`config.mk`:
```
export PLATFORM = sky130hd
export DESIGN_NAME = pll_rate_sequencer
export DESIGN_NICKNAME = d
export VERILOG_FILES = /design/src/rtl/rsq_pkg.sv /design/src/rtl/rsq_rate_table.sv /design/src/rtl/rsq_port_engine.sv /design/src/rtl/rsq_timer.sv /design/src/rtl/pll_rate_sequencer.sv
export SDC_FILE = /design/constraint.sdc
export NUM_CORES = 1
export LEC_CHECK = 0
export BUFFER_PORTS_ARGS = -buffer_cell sky130_fd_sc_hd__buf_2
export CORE_MARGIN = 2
export CORE_UTILIZATION = 50
export DETAILED_ROUTE_END_ITERATION = 10
export GPL_TIMING_DRIVEN = 0
export PLACE_DENSITY_LB_ADDON = 0.05
export SLEW_MARGIN = 30
export SYNTH_ARGS = -nofsm -noshare
export SYNTH_HDL_FRONTEND = slang
export SYNTH_SLANG_ARGS = --single-unit
```
`constraint.sdc`:
```
create_clock -name clk -period 13 [get_ports clk]
set_input_delay 0.65 -clock clk [delete_from_list [all_inputs] [get_ports clk]]
set_output_delay 0.65 -clock clk [all_outputs]
set_load 0.02 [all_outputs]
```
`src/rtl/rsq_pkg.sv`:
```
// Shared types and the per-rate settings table of the rate-change sequencer.
// Assumes 9-bit register addresses and 16-bit register data on each PLL port.
package rsq_pkg;

    localparam int CFG_ADDR_W  = 9;
    localparam int CFG_DATA_W  = 16;
    localparam int RATE_W      = 3;
    localparam int NUM_RATES   = 5;
    localparam int ENTRY_IDX_W = 2;

    typedef struct packed {
        logic [CFG_ADDR_W-1:0] addr;
        logic [CFG_DATA_W-1:0] mask;
        logic [CFG_DATA_W-1:0] value;
    } cfg_entry_t;

    typedef enum logic [3:0] {
        S_IDLE, S_FETCH, S_RD_REQ, S_RD_WAIT, S_WR_REQ, S_WR_WAIT,
        S_VR_REQ, S_VR_WAIT, S_RST_HOLD, S_LOCK_WAIT, S_DONE, S_FAIL
    } seq_state_t;

    // Table entry idx for a rate code; a zero mask marks the end of the list.
    function automatic cfg_entry_t rate_entry(input logic [RATE_W-1:0] rate,
                                              input logic [ENTRY_IDX_W-1:0] idx);
        cfg_entry_t e;
        int n_div;
        n_div = 20 + 10 * int'(rate);
        case (idx)
            2'd0:    e = '{addr: 9'h094, mask: 16'h00FF, value: 16'(n_div)};
            2'd1:    e = '{addr: 9'h098, mask: 16'h0060, value: 16'h0040};
            2'd2:    e = '{addr: 9'h0A0, mask: 16'h0700,
                           value: (rate < 3'd2) ? 16'h0100 : 16'h0000};
            default: e = '{addr: '0, mask: '0, value: '0};
        endcase
        return e;
    endfunction

endpackage

```
`src/rtl/rsq_rate_table.sv`:
```
// Settings lookup: gives the (address, mask, value) entry for the active
// rate and entry index, and judges whether a requested rate code exists.
// Assumes rate_i is a code already latched by the caller; pure logic.
module rsq_rate_table
    import rsq_pkg::*;
(
    input  logic [RATE_W-1:0]      rate_i,
    input  logic [ENTRY_IDX_W-1:0] idx_i,
    input  logic [RATE_W-1:0]      req_rate_i,
    output cfg_entry_t             entry_o,
    output logic                   end_o,
    output logic                   req_ok_o
);

    // Entry lookup and terminator/rate-range decode.
    always_comb begin
        entry_o  = rate_entry(rate_i, idx_i);
        end_o    = (entry_o.mask == '0);
        req_ok_o = (int'(req_rate_i) < NUM_RATES);
    end

endmodule

```
`src/rtl/rsq_port_engine.sv`:
```
// Single-access engine for the per-PLL reconfiguration ports. It raises the
// enable of one selected PLL for one cycle, waits for that PLL's ready, and
// returns the read data or a timeout pulse after ACK_TIMEOUT_CYC cycles.
// Assumes the caller issues req_i only when no access is in flight.
module rsq_port_engine
    import rsq_pkg::*;
#(
    parameter int NUM_PLL         = 2,
    parameter int ACK_TIMEOUT_CYC = 1024,
    localparam int SEL_W = (NUM_PLL > 1) ? $clog2(NUM_PLL) : 1,
    localparam int WD_W  = $clog2(ACK_TIMEOUT_CYC + 1)
) (
    input  logic                           clk,
    input  logic                           rst_n,
    input  logic                           req_i,
    input  logic                           we_i,
    input  logic [SEL_W-1:0]               sel_i,
    input  logic [CFG_ADDR_W-1:0]          addr_i,
    input  logic [CFG_DATA_W-1:0]          wdata_i,
    output logic                           done_o,
    output logic                           timeout_o,
    output logic [CFG_DATA_W-1:0]          rdata_o,
    output logic [NUM_PLL-1:0]             port_en_o,
    output logic [NUM_PLL-1:0]             port_we_o,
    output logic [NUM_PLL*CFG_ADDR_W-1:0]  port_addr_o,
    output logic [NUM_PLL*CFG_DATA_W-1:0]  port_wdata_o,
    input  logic [NUM_PLL*CFG_DATA_W-1:0]  port_rdata_i,
    input  logic [NUM_PLL-1:0]             port_rdy_i
);

    logic                  busy_q, en_q, we_q, done_q, timeout_q;
    logic [SEL_W-1:0]      sel_q;
    logic [CFG_ADDR_W-1:0] addr_q;
    logic [CFG_DATA_W-1:0] wdata_q, rdata_q;
    logic [WD_W-1:0]       wd_cnt_q;

    // Access launch, ready wait, read capture and watchdog.
    always_ff @(posedge clk) begin
        if (!rst_n) begin
            busy_q    <= 1'b0;
            en_q      <= 1'b0;
            we_q      <= 1'b0;
            done_q    <= 1'b0;
            timeout_q <= 1'b0;
            sel_q     <= '0;
            addr_q    <= '0;
            wdata_q   <= '0;
            rdata_q   <= '0;
            wd_cnt_q  <= '0;
        end else begin
            en_q      <= 1'b0;
            done_q    <= 1'b0;
            timeout_q <= 1'b0;
            if (req_i && !busy_q) begin
                busy_q   <= 1'b1;
                en_q     <= 1'b1;
                we_q     <= we_i;
                sel_q    <= sel_i;
                addr_q   <= addr_i;
                wdata_q  <= wdata_i;
                wd_cnt_q <= '0;
            end else if (busy_q) begin
                if (port_rdy_i[sel_q]) begin
                    busy_q  <= 1'b0;
                    done_q  <= 1'b1;
                    rdata_q <= port_rdata_i[int'(sel_q)*CFG_DATA_W +: CFG_DATA_W];
                end else if (wd_cnt_q == WD_W'(ACK_TIMEOUT_CYC - 1)) begin
                    busy_q    <= 1'b0;
                    timeout_q <= 1'b1;
                end else begin
                    wd_cnt_q <= wd_cnt_q + 1'b1;
                end
            end
        end
    end

    assign done_o    = done_q;
    assign timeout_o = timeout_q;
    assign rdata_o   = rdata_q;

    // Per-PLL port fan-out: address and data are shared, enables are selected.
    for (genvar g = 0; g < NUM_PLL; g++) begin : g_port
        assign port_en_o[g] = en_q && (sel_q == SEL_W'(g));
        assign port_we_o[g] = en_q && we_q && (sel_q == SEL_W'(g));
        assign port_addr_o[g*CFG_ADDR_W +: CFG_ADDR_W]  = addr_q;
        assign port_wdata_o[g*CFG_DATA_W +: CFG_DATA_W] = wdata_q;
    end

endmodule

```
`src/rtl/rsq_timer.sv`:
```
// Down-counting interval timer. A load of N makes expired_o rise N-1 cycles
// after the load edge, i.e. the waiting state lasts exactly N cycles.
// Assumes load_val_i is at least 1.
module rsq_timer #(
    parameter int CNT_W = 32
) (
    input  logic             clk,
    input  logic             rst_n,
    input  logic             load_i,
    input  logic [CNT_W-1:0] load_val_i,
    output logic             expired_o
);

    logic             armed_q;
    logic [CNT_W-1:0] cnt_q;

    // Load or count down toward zero.
    always_ff @(posedge clk) begin
        if (!rst_n) begin
            armed_q <= 1'b0;
            cnt_q   <= '0;
        end else if (load_i) begin
            armed_q <= 1'b1;
            cnt_q   <= load_val_i - 1'b1;
        end else if (armed_q && cnt_q != '0) begin
            cnt_q <= cnt_q - 1'b1;
        end
    end

    assign expired_o = armed_q && (cnt_q == '0);

endmodule

```
`src/rtl/pll_rate_sequencer.sv`:
```
// Line-rate change sequencer. It programs every PLL through masked
// read-modify-write (with optional read-back), pulses one shared
// PLL-and-datapath reset, and then waits for the AND of all locks.
// Assumes lock_i and port_rdy_i are synchronous to clk.
module pll_rate_sequencer
    import rsq_pkg::*;
#(
    parameter int NUM_PLL          = 2,
    parameter int RESET_HOLD_CYC   = 2000000,
    parameter int LOCK_TIMEOUT_CYC = 5000000,
    parameter int ACK_TIMEOUT_CYC  = 1024,
    parameter bit VERIFY_EN        = 1'b1
) (
    input  logic                           clk,
    input  logic                           rst_n,
    input  logic                           start_i,
    input  logic [2:0]                     rate_i,
    output logic                           busy_o,
    output logic                           done_o,
    output logic                           error_o,
    output logic [NUM_PLL-1:0]             port_en_o,
    output logic [NUM_PLL-1:0]             port_we_o,
    output logic [NUM_PLL*9-1:0]           port_addr_o,
    output logic [NUM_PLL*16-1:0]          port_wdata_o,
    input  logic [NUM_PLL*16-1:0]          port_rdata_i,
    input  logic [NUM_PLL-1:0]             port_rdy_i,
    output logic                           pll_rst_o,
    input  logic [NUM_PLL-1:0]             lock_i
);

    localparam int SEL_W = (NUM_PLL > 1) ? $clog2(NUM_PLL) : 1;
    localparam int TMR_W = 32;

    seq_state_t             state_q;
    logic [RATE_W-1:0]      rate_q;
    logic [SEL_W-1:0]       pll_q;
    logic [ENTRY_IDX_W-1:0] idx_q;
    logic [CFG_DATA_W-1:0]  want_q;

    cfg_entry_t             entry;
    logic                   entry_end, req_rate_ok;
    logic                   eng_req, eng_we, eng_done, eng_timeout;
    logic [CFG_DATA_W-1:0]  eng_rdata;
    logic                   tmr_load, tmr_expired;
    logic [TMR_W-1:0]       tmr_val;
    logic                   last_pll;

    rsq_rate_table u_table (
        .rate_i     (rate_q),
        .idx_i      (idx_q),
        .req_rate_i (rate_i),
        .entry_o    (entry),
        .end_o      (entry_end),
        .req_ok_o   (req_rate_ok)
    );

    rsq_port_engine #(
        .NUM_PLL         (NUM_PLL),
        .ACK_TIMEOUT_CYC (ACK_TIMEOUT_CYC)
    ) u_engine (
        .clk          (clk),
        .rst_n        (rst_n),
        .req_i        (eng_req),
        .we_i         (eng_we),
        .sel_i        (pll_q),
        .addr_i       (entry.addr),
        .wdata_i      (want_q),
        .done_o       (eng_done),
        .timeout_o    (eng_timeout),
        .rdata_o      (eng_rdata),
        .port_en_o    (port_en_o),
        .port_we_o    (port_we_o),
        .port_addr_o  (port_addr_o),
        .port_wdata_o (port_wdata_o),
        .port_rdata_i (port_rdata_i),
        .port_rdy_i   (port_rdy_i)
    );

    rsq_timer #(.CNT_W(TMR_W)) u_timer (
        .clk        (clk),
        .rst_n      (rst_n),
        .load_i     (tmr_load),
        .load_val_i (tmr_val),
        .expired_o  (tmr_expired)
    );

    assign last_pll = (pll_q == SEL_W'(NUM_PLL - 1));

    // Access requests and timer loads decoded from the current state.
    always_comb begin
        eng_req  = (state_q == S_RD_REQ) || (state_q == S_WR_REQ) || (state_q == S_VR_REQ);
        eng_we   = (state_q == S_WR_REQ);
        tmr_load = 1'b0;
        tmr_val  = TMR_W'(RESET_HOLD_CYC);
        if (state_q == S_FETCH && entry_end && last_pll) begin
            tmr_load = 1'b1;
        end else if (state_q == S_RST_HOLD && tmr_expired) begin
            tmr_load = 1'b1;
            tmr_val  = TMR_W'(LOCK_TIMEOUT_CYC);
        end
    end

    // Main sequence: table walk per PLL, shared reset, lock wait.
    always_ff @(posedge clk) begin
        if (!rst_n) begin
            state_q <= S_IDLE;
            rate_q  <= '0;
            pll_q   <= '0;
            idx_q   <= '0;
            want_q  <= '0;
        end else begin
            case (state_q)
                S_IDLE: if (start_i) begin
                    if (req_rate_ok) begin
                        rate_q  <= rate_i;
                        pll_q   <= '0;
                        idx_q   <= '0;
                        state_q <= S_FETCH;
                    end else begin
                        state_q <= S_FAIL;
                    end
                end
                S_FETCH: begin
                    if (!entry_end) begin
                        state_q <= S_RD_REQ;
                    end else if (last_pll) begin
                        state_q <= S_RST_HOLD;
                    end else begin
                        pll_q <= pll_q + 1'b1;
                        idx_q <= '0;
                    end
                end
                S_RD_REQ: state_q <= S_RD_WAIT;
                S_RD_WAIT: begin
                    if (eng_done) begin
                        want_q  <= (eng_rdata & ~entry.mask) | (entry.value & entry.mask);
                        state_q <= S_WR_REQ;
                    end else if (eng_timeout) begin
                        state_q <= S_FAIL;
                    end
                end
                S_WR_REQ: state_q <= S_WR_WAIT;
                S_WR_WAIT: begin
                    if (eng_done) begin
                        if (VERIFY_EN) begin
                            state_q <= S_VR_REQ;
                        end else begin
                            idx_q   <= idx_q + 1'b1;
                            state_q <= S_FETCH;
                        end
                    end else if (eng_timeout) begin
                        state_q <= S_FAIL;
                    end
                end
                S_VR_REQ: state_q <= S_VR_WAIT;
                S_VR_WAIT: begin
                    if (eng_done) begin
                        if (eng_rdata == want_q) begin
                            idx_q   <= idx_q + 1'b1;
                            state_q <= S_FETCH;
                        end else begin
                            state_q <= S_FAIL;
                        end
                    end else if (eng_timeout) begin
                        state_q <= S_FAIL;
                    end
                end
                S_RST_HOLD: if (tmr_expired) state_q <= S_LOCK_WAIT;
                S_LOCK_WAIT: begin
                    if (&lock_i) begin
                        state_q <= S_DONE;
                    end else if (tmr_expired) begin
                        state_q <= S_FAIL;
                    end
                end
                default: state_q <= S_IDLE;
            endcase
        end
    end

    assign busy_o    = (state_q != S_IDLE);
    assign done_o    = (state_q == S_DONE);
    assign error_o   = (state_q == S_FAIL);
    assign pll_rst_o = (state_q == S_RST_HOLD);

endmodule

```
; Yosys cells after proc, flatten, opt, wreduce, memory -nomap -nowiden
; Cells that the tools add are included.
[totals]
reg_bits = 117
latchBits = 0
mem_bits_rw = 0
romBits = 0
output_inout_bits = 58
mem_count = 0
[classes]
add_sub_neg = 6
n_mul = 1
n_div = 0
n_lt_le_gt_ge = 3
eq_ne = 24
shifts = 1
mux = 42
n_bitwise = 10
reduce_logical = 34
[ops]
columns = op, count
row1 = case mux 40 bit (3 select lines), 1
row2 = 2-to-1 mux 32 bit, 3
row3 = subtractor 32 x 1 -> 32 bit (second input constant), 2
row4 = 2-to-1 mux 4 bit, 12
row5 = case mux 4 bit (10 select lines), 1
row6 = AND 16 bit, 2
row7 = zero test 32 bit, 1
row8 = nonzero test 32 bit, 1
row9 = variable part select 32 x 6 -> 16 bit, 1
row10 = 2-to-1 mux 23 bit, 1
row11 = adder 6 x 16 -> 16 bit (first input constant), 1
row12 = equality test 16 bit, 1
row13 = equality test 4 x 3 -> 1 bit (second input constant), 4
row14 = equality test 4 bit (second input constant), 4
row15 = zero test 16 bit, 1
row16 = NOT 16 bit, 1
row17 = OR 16 bit, 1
row18 = 2-to-1 mux 1 bit, 15
row19 = 2-to-1 mux 2 bit, 6
row20 = adder 11 x 1 -> 11 bit (second input constant), 1
row21 = equality test 11 x 10 -> 1 bit (second input constant), 1
row22 = logical AND 1 bit, 11
row23 = != test 2 bit (second input constant), 5
row24 = 2-to-1 mux 9 bit, 1
row25 = 29 further kinds, 43

; Logic depth before layout (Yosys ltp)
[logic_depth]
depth_word = 9
mapped_depth = 14
ltp_nobuf = 12

; Cells and area by module
; Synthesis repeated with hierarchy kept, for this count alone.
[hier_totals]
cells_unflattened = 835
area_unflattened_um2 = 7259.5
[modules_own_cells]
columns = module, n_inst, cells_each, area_per_inst_um2, seq_area_each_um2
row1 = rsq_timer, 1, 339, 2736.4, 660.6
row2 = rsq_port_engine, 1, 242, 2452.4, 1161.1
row3 = pll_rate_sequencer, 1, 193, 1621.6, 520.5
row4 = rsq_rate_table, 1, 61, 449.2, 0.0

; Least setup slack after synthesis
; Ideal clock, no wire load.
[synth_path]
path_type = reg-to-reg
from = reg state_q[0]
to = reg u_timer.cnt_q[22]
arrival_time_ns = 4.229
required_time_ns = 12.926
setup_slack_ns = 8.697
stages_incl_launch_ff = 15
path_buffers = 2
cell_sequence = dfxtp_1 > buf_2 > nor4b_1 > nand2_1 > nor4_2 > nor2_1 > nand2_1 > ha_1 > inv_1 > or4_1 > buf_2 > a2111oi_4 > nand2_2 > or4_1 > a31oi_1
[synth_via]
elab_chain_cells = 6
elab_cells_between_ends = 12
cone_classes = add/sub: 1 / eq/ne: 2 / mux: 5 / reduce/logical: 4
[synth_rtl]
columns = element, line
row1 = from (decl), pll_rate_sequencer.sv:34  ; seq_state_t state_q;
row2 = from (signal assigned), pll_rate_sequencer.sv:106  ; state_q <= S_IDLE;
row3 = from (signal assigned), pll_rate_sequencer.sv:118  ; state_q <= S_FETCH;
row4 = from (signal assigned), pll_rate_sequencer.sv:120  ; state_q <= S_FAIL;
row5 = equality test 4 bit *, n/a
row6 = net pll_rst_o, pll_rate_sequencer.sv:27  ; output logic pll_rst_o,
row7 = logical AND 1 bit *, pll_rate_sequencer.sv:97  ; end else if (state_q == S_RST_HOLD && tmr_expired) begin
row8 = 2-to-1 mux 23 bit, pll_rate_sequencer.sv:97
row9 = 2-to-1 mux 32 bit, pll_rate_sequencer.sv:95  ; if (state_q == S_FETCH && entry_end && last_pll) begin
row10 = subtractor 32 x 1 -> 32 bit, rsq_timer.sv:24  ; cnt_q <= load_val_i - 1'b1;
row11 = 2-to-1 mux 32 bit, rsq_timer.sv:22  ; end else if (load_i) begin
row12 = to (signal assigned), rsq_timer.sv:24
row13 = to (signal assigned), rsq_timer.sv:26  ; cnt_q <= cnt_q - 1'b1;
row14 = to (decl), rsq_timer.sv:15  ; logic [CNT_W-1:0] cnt_q;
; The timed path passes the listed nets; every way through them passes the cells marked *.
; A chain may end at the register's enable or synchronous reset.

; Worst setup path in the final report
[layout_path]
from = reg u_timer.cnt_q[23]
to = reg u_timer.cnt_q[22]
[layout_via]
elab_chain_cells = 7
elab_cells_between_ends = 12
cone_classes = add/sub: 1 / mux: 5 / reduce/logical: 6
[layout_rtl]
columns = element, line
row1 = zero test 32 bit, rsq_timer.sv:30  ; assign expired_o = armed_q && (cnt_q == '0);
row2 = logical AND 1 bit, rsq_timer.sv:30
row3 = logical AND 1 bit, pll_rate_sequencer.sv:97
row4 = 2-to-1 mux 23 bit, pll_rate_sequencer.sv:97
row5 = 2-to-1 mux 32 bit, pll_rate_sequencer.sv:95
row6 = subtractor 32 x 1 -> 32 bit, rsq_timer.sv:24
row7 = 2-to-1 mux 32 bit, rsq_timer.sv:22
; Several ways; a longest one is shown, not always the timed one.

==> reports/metrics.csv <==
stage,metric,value,unit
synthesis,Post-synth EDFFs,0,
worst_setup_path,CP Depth,14,
worst_setup_path,"Largest delay share family, worst path",simple AND/OR/NAND/NOR gates,
floorplan,Die Area,12500,um^2
grt,Overflow after GRT,0,
grt,largest net degree at the start of global routing,17,
floorplan,die extent in x,112,um
cts,clock buffer depth,2,
grt,Total GRT Usage,25.4,%
timing,Slew HR,50.3,%
job,# Max-Cap Violations,0,
worst_setup_path,Worst EP required,13.35,ns
cts,Clock Sink Count,113,
timing,Max Freq,193,MHz
worst_setup_path,Critical Path Source Type,flop,
synthesis,"top cells by area, synth","dfxtp_1 (39%), nand2_1 (5.8%), nor2_1 (5.0%)",
synthesis,most numerous cell in the Yosys netlist,dfxtp_1,
cts,clk slew on worst S/H paths,0.05,ns
synthesis,commonest cells in the netlist,"dfxtp_1 (113), nand2_1 (89), nor2_1 (78)",
place,placed cell count,946,
worst_setup_path,"critical path, cell by cell",or4_1 -> or4_1 -> buf_2 -> nor4_2 -> nor2_1 -> nand2_1 -> ha_1 -> inv_1 -> or4_1 -> buf_2 -> a2111oi_4 -> nand2_2 -> or4_1 -> a31oi_1,
cts,later-pin clock latency in the skew report,0.42,ns
floorplan,# rows,39,
timing,RSZ-0062 raised after global routing,no,
timing,clock skew,0.00682,ns
synthesis,Syn Area/Cell,8.21,um^2
cts,CTS H-tree lvls,4,
synthesis,mapped cell area,5800,um^2
worst_setup_path,WS Path Type,flop to flop,
worst_setup_path,worst reg2reg path depth,14,
worst_setup_path,Worst path slowest cell,nor4_2,
place,Final HPWL DP,11.2,mm
route,vias,5391,
synthesis,Synth Warn #,0,
timing,Worst-Margin Slew,0.746,ns
power_and_ir_drop,P per Cell Area,140,nW/um^2
outcome,outcome,"finished, final reports clean",
place,Final GP Congestion,0.950,
synthesis,Mapped Cells,706,
place,DP Area,6450,um^2
layout,final core occ,62.1,%
synthesis,post-synthesis cell type count,63,
cts,Hold Buf Count CTS,0,
worst_setup_path,CP max FO,8,
floorplan,DIE HEIGHT,112,um
power_and_ir_drop,Power Internal,724,uW
worst_setup_path,Worst Setup EP,u_timer.cnt_q[22],
synthesis,top_reg_cell synth,dfxtp_1,
power_and_ir_drop,Seq pwr share,37.6,%
cts,CTS Buf Count,17,
route,Initial DRT Pass Iterations,5,
cts,CTS tree,done,
layout,Diodes inserted,0,
timing,Final Setup Violations,0,
power_and_ir_drop,Sw Pwr,265,uW
place,Port Buffers,90,
synthesis,Seq cells post-synth,113,
route,Routed WL per cell,15.7,um
floorplan,core footprint,11400,um^2
worst_setup_path,CP max stage delay,0.63,ns
timing,Hold Slack,0.460,ns
worst_setup_path,"most used cell, CP",or4_1,
power_and_ir_drop,VDD IR max,0.100,mV
worst_setup_path,CP endpoint kind,flop,
worst_setup_path,critical path arrival,5.52,ns
route,Remaining DRCs,0,
layout,nets,874,
layout,fin area,7060,um^2
timing,Fin. Hold Viols,0,
layout,P&R area growth vs syn,21.8,%
synthesis,sequential cell area fraction in the yosys report,39.0,%
cts,clk root buf,clkbuf_16,
grt,vias in the first global route,5135,
floorplan,io pins,100,
timing,final slew viol count,0,
route,vias per std cell,5.51,
power_and_ir_drop,combinational share of power,14.4,%
layout,layout cells sized above 1,20.4,%
timing,minimum clock period,5.18,ns
worst_setup_path,Worst Setup SP,u_timer.cnt_q[23],
power_and_ir_drop,clock share of power,48.0,%
grt,first-pass GRT wire length,25.5,mm
worst_hold_path,Hold Path Class,flop to flop,
route,DR iter-0 viols,374,
route,ANT nets after route,0,
floorplan,Starting Density,51.0,%
timing,Final period util,39.8,%
worst_setup_path,flop-to-flop setup slack,7.82,ns
cts,cts repair resizes,0,
worst_setup_path,buffer and inverter count on the worst path,3,
layout,Non-Filler Instances,978,
synthesis,Async SR Flop Fraction,0,%
grt,antenna violations before repair,0,
power_and_ir_drop,switching share of power,26.8,%
timing,Setup TNS Final,0,ns
synthesis,top-area cell type share of the netlist area,39.0,%
layout,Fillers,1038,
power_and_ir_drop,Leakage,0.00292,uW
worst_setup_path,r2r endpoint,u_timer.cnt_q[22],
worst_setup_path,reg2reg start,u_timer.cnt_q[23],
cts,Post-CTS Setup Inserts,0,
route,Post-Route WL,15.3,mm
synthesis,post-synth top area cell,dfxtp_1,
-- through the flow --
stage          setup slack (ns)  total power (uW)
2_1_floorplan              8.70               475
3_3_place_gp               7.94               518
3_5_place_dp               7.90               520
4_1_cts                    7.88               994
5_1_grt                    7.48              1030
6_report                   7.82               989
-- cells by family after synthesis --
group | after synthesis | synth area share (%)
and+or+nand+nor | 297 | 25.3
AOI/OAI and AO/OA | 128 | 14.2
DFF | 113 | 39.0
buffers and inverters | 82 | 7.36
xor gates and xnor gates | 48 | 7.25
muxes | 27 | 4.68
adders and majority gates | 10 | 2.16
other | 1 | 0.0647
-- worst reg2reg max path, cell delays in order, from the launching register on --
cell and delay [ns]:
dfxtp_1 0.35, or4_1 0.57, or4_1 0.49, buf_2 0.19
nor4_2 0.63, nor2_1 0.34, nand2_1 0.16, ha_1 0.25
inv_1 0.11, or4_1 0.51, buf_2 0.18, a2111oi_4 0.53
nand2_2 0.13, or4_1 0.50, a31oi_1 0.17
-- cell type report --
type	instances	area (um^2)	share of cell area, %
clock buffer	21	470	6.66
timing repair buffer	90	450	6.38
buffer	69	378	5.35
sequential	113	2260	32.0
clock inverter	11	135	1.91
multi-input combinational	518	3140	44.4
tap	143	179	2.53
inverter	13	48.8	0.691
-- worst min path at each step --
| stage | slack (ns) | to | cells after the start | startpoint |
|---|---|---|---|---|
| after global placement | 0.45 | u_timer.cnt_q[31] | 2 | u_timer.cnt_q[31] |
| after floorplan | 0.41 | u_timer.cnt_q[31] | 2 | u_timer.cnt_q[31] |
| after detailed placement | 0.45 | u_timer.cnt_q[31] | 2 | u_timer.cnt_q[31] |
| after CTS | 0.46 | u_timer.cnt_q[31] | 2 | u_timer.cnt_q[31] |
| final | 0.46 | u_timer.cnt_q[31] | 2 | u_timer.cnt_q[31] |
| after global routing | 0.48 | u_timer.cnt_q[31] | 2 | u_timer.cnt_q[31] |
-- state kept, by name, summed over array words and instances (netlist names) --
register	flops
state_q	4
u_timer.armed_q	1
u_engine.en_q	1
idx_q	2
want_q	16
u_timer.cnt_q	32
u_engine.busy_q	1
u_engine.we_q	1
u_engine.wdata_q	16
u_engine.addr_q	5
u_engine.rdata_o	16
u_engine.timeout_o	1
u_engine.wd_cnt_q	11
u_engine.sel_q	1
u_engine.done_o	1
last_pll	1
rate_q	3
-- cells in the final DEF, fill, tap and decap left out, types with 8 or more instances in the layout --
master,count
or3_1,9
nor2_1,78
mux2i_1,26
xor2_1,24
nand3_1,20
clkbuf_16,17
clkbuf_1,32
nand2_1,89
o21ai_0,22
nor2b_1,8
nor4_1,14
nand4_1,13
buf_4,30
conb_1,8
a211oi_1,22
inv_1,12
dfxtp_1,113
nor3_1,17
buf_2,95
a21oi_1,49
or4_1,12
xnor2_1,24
ha_1,10
-- power groups by stage --
stage	Combinational [uW]	Sequential [uW]	Clock, uW
6_report	143	372	474
5_1_grt	158	373	497
4_1_cts	142	371	480
3_5_place_dp	141	379	0
3_3_place_gp	140	378	0
2_1_floorplan	97.8	377	0
-- routing by layer --
| metal | track usage, % | vias up | share of wire [%] |
|---|---|---|---|
| li1 | - | 2691 | - |
| met1 | 35.6 | 2488 | 48 |
| met2 | 38.0 | 198 | 44 |
| met3 | 7.19 | 14 | 6.8 |
| met4 | 7.90 | 0 | 1.1 |
| met5 | 0 | - | 0 |
(Power assumes the default switching activity.)
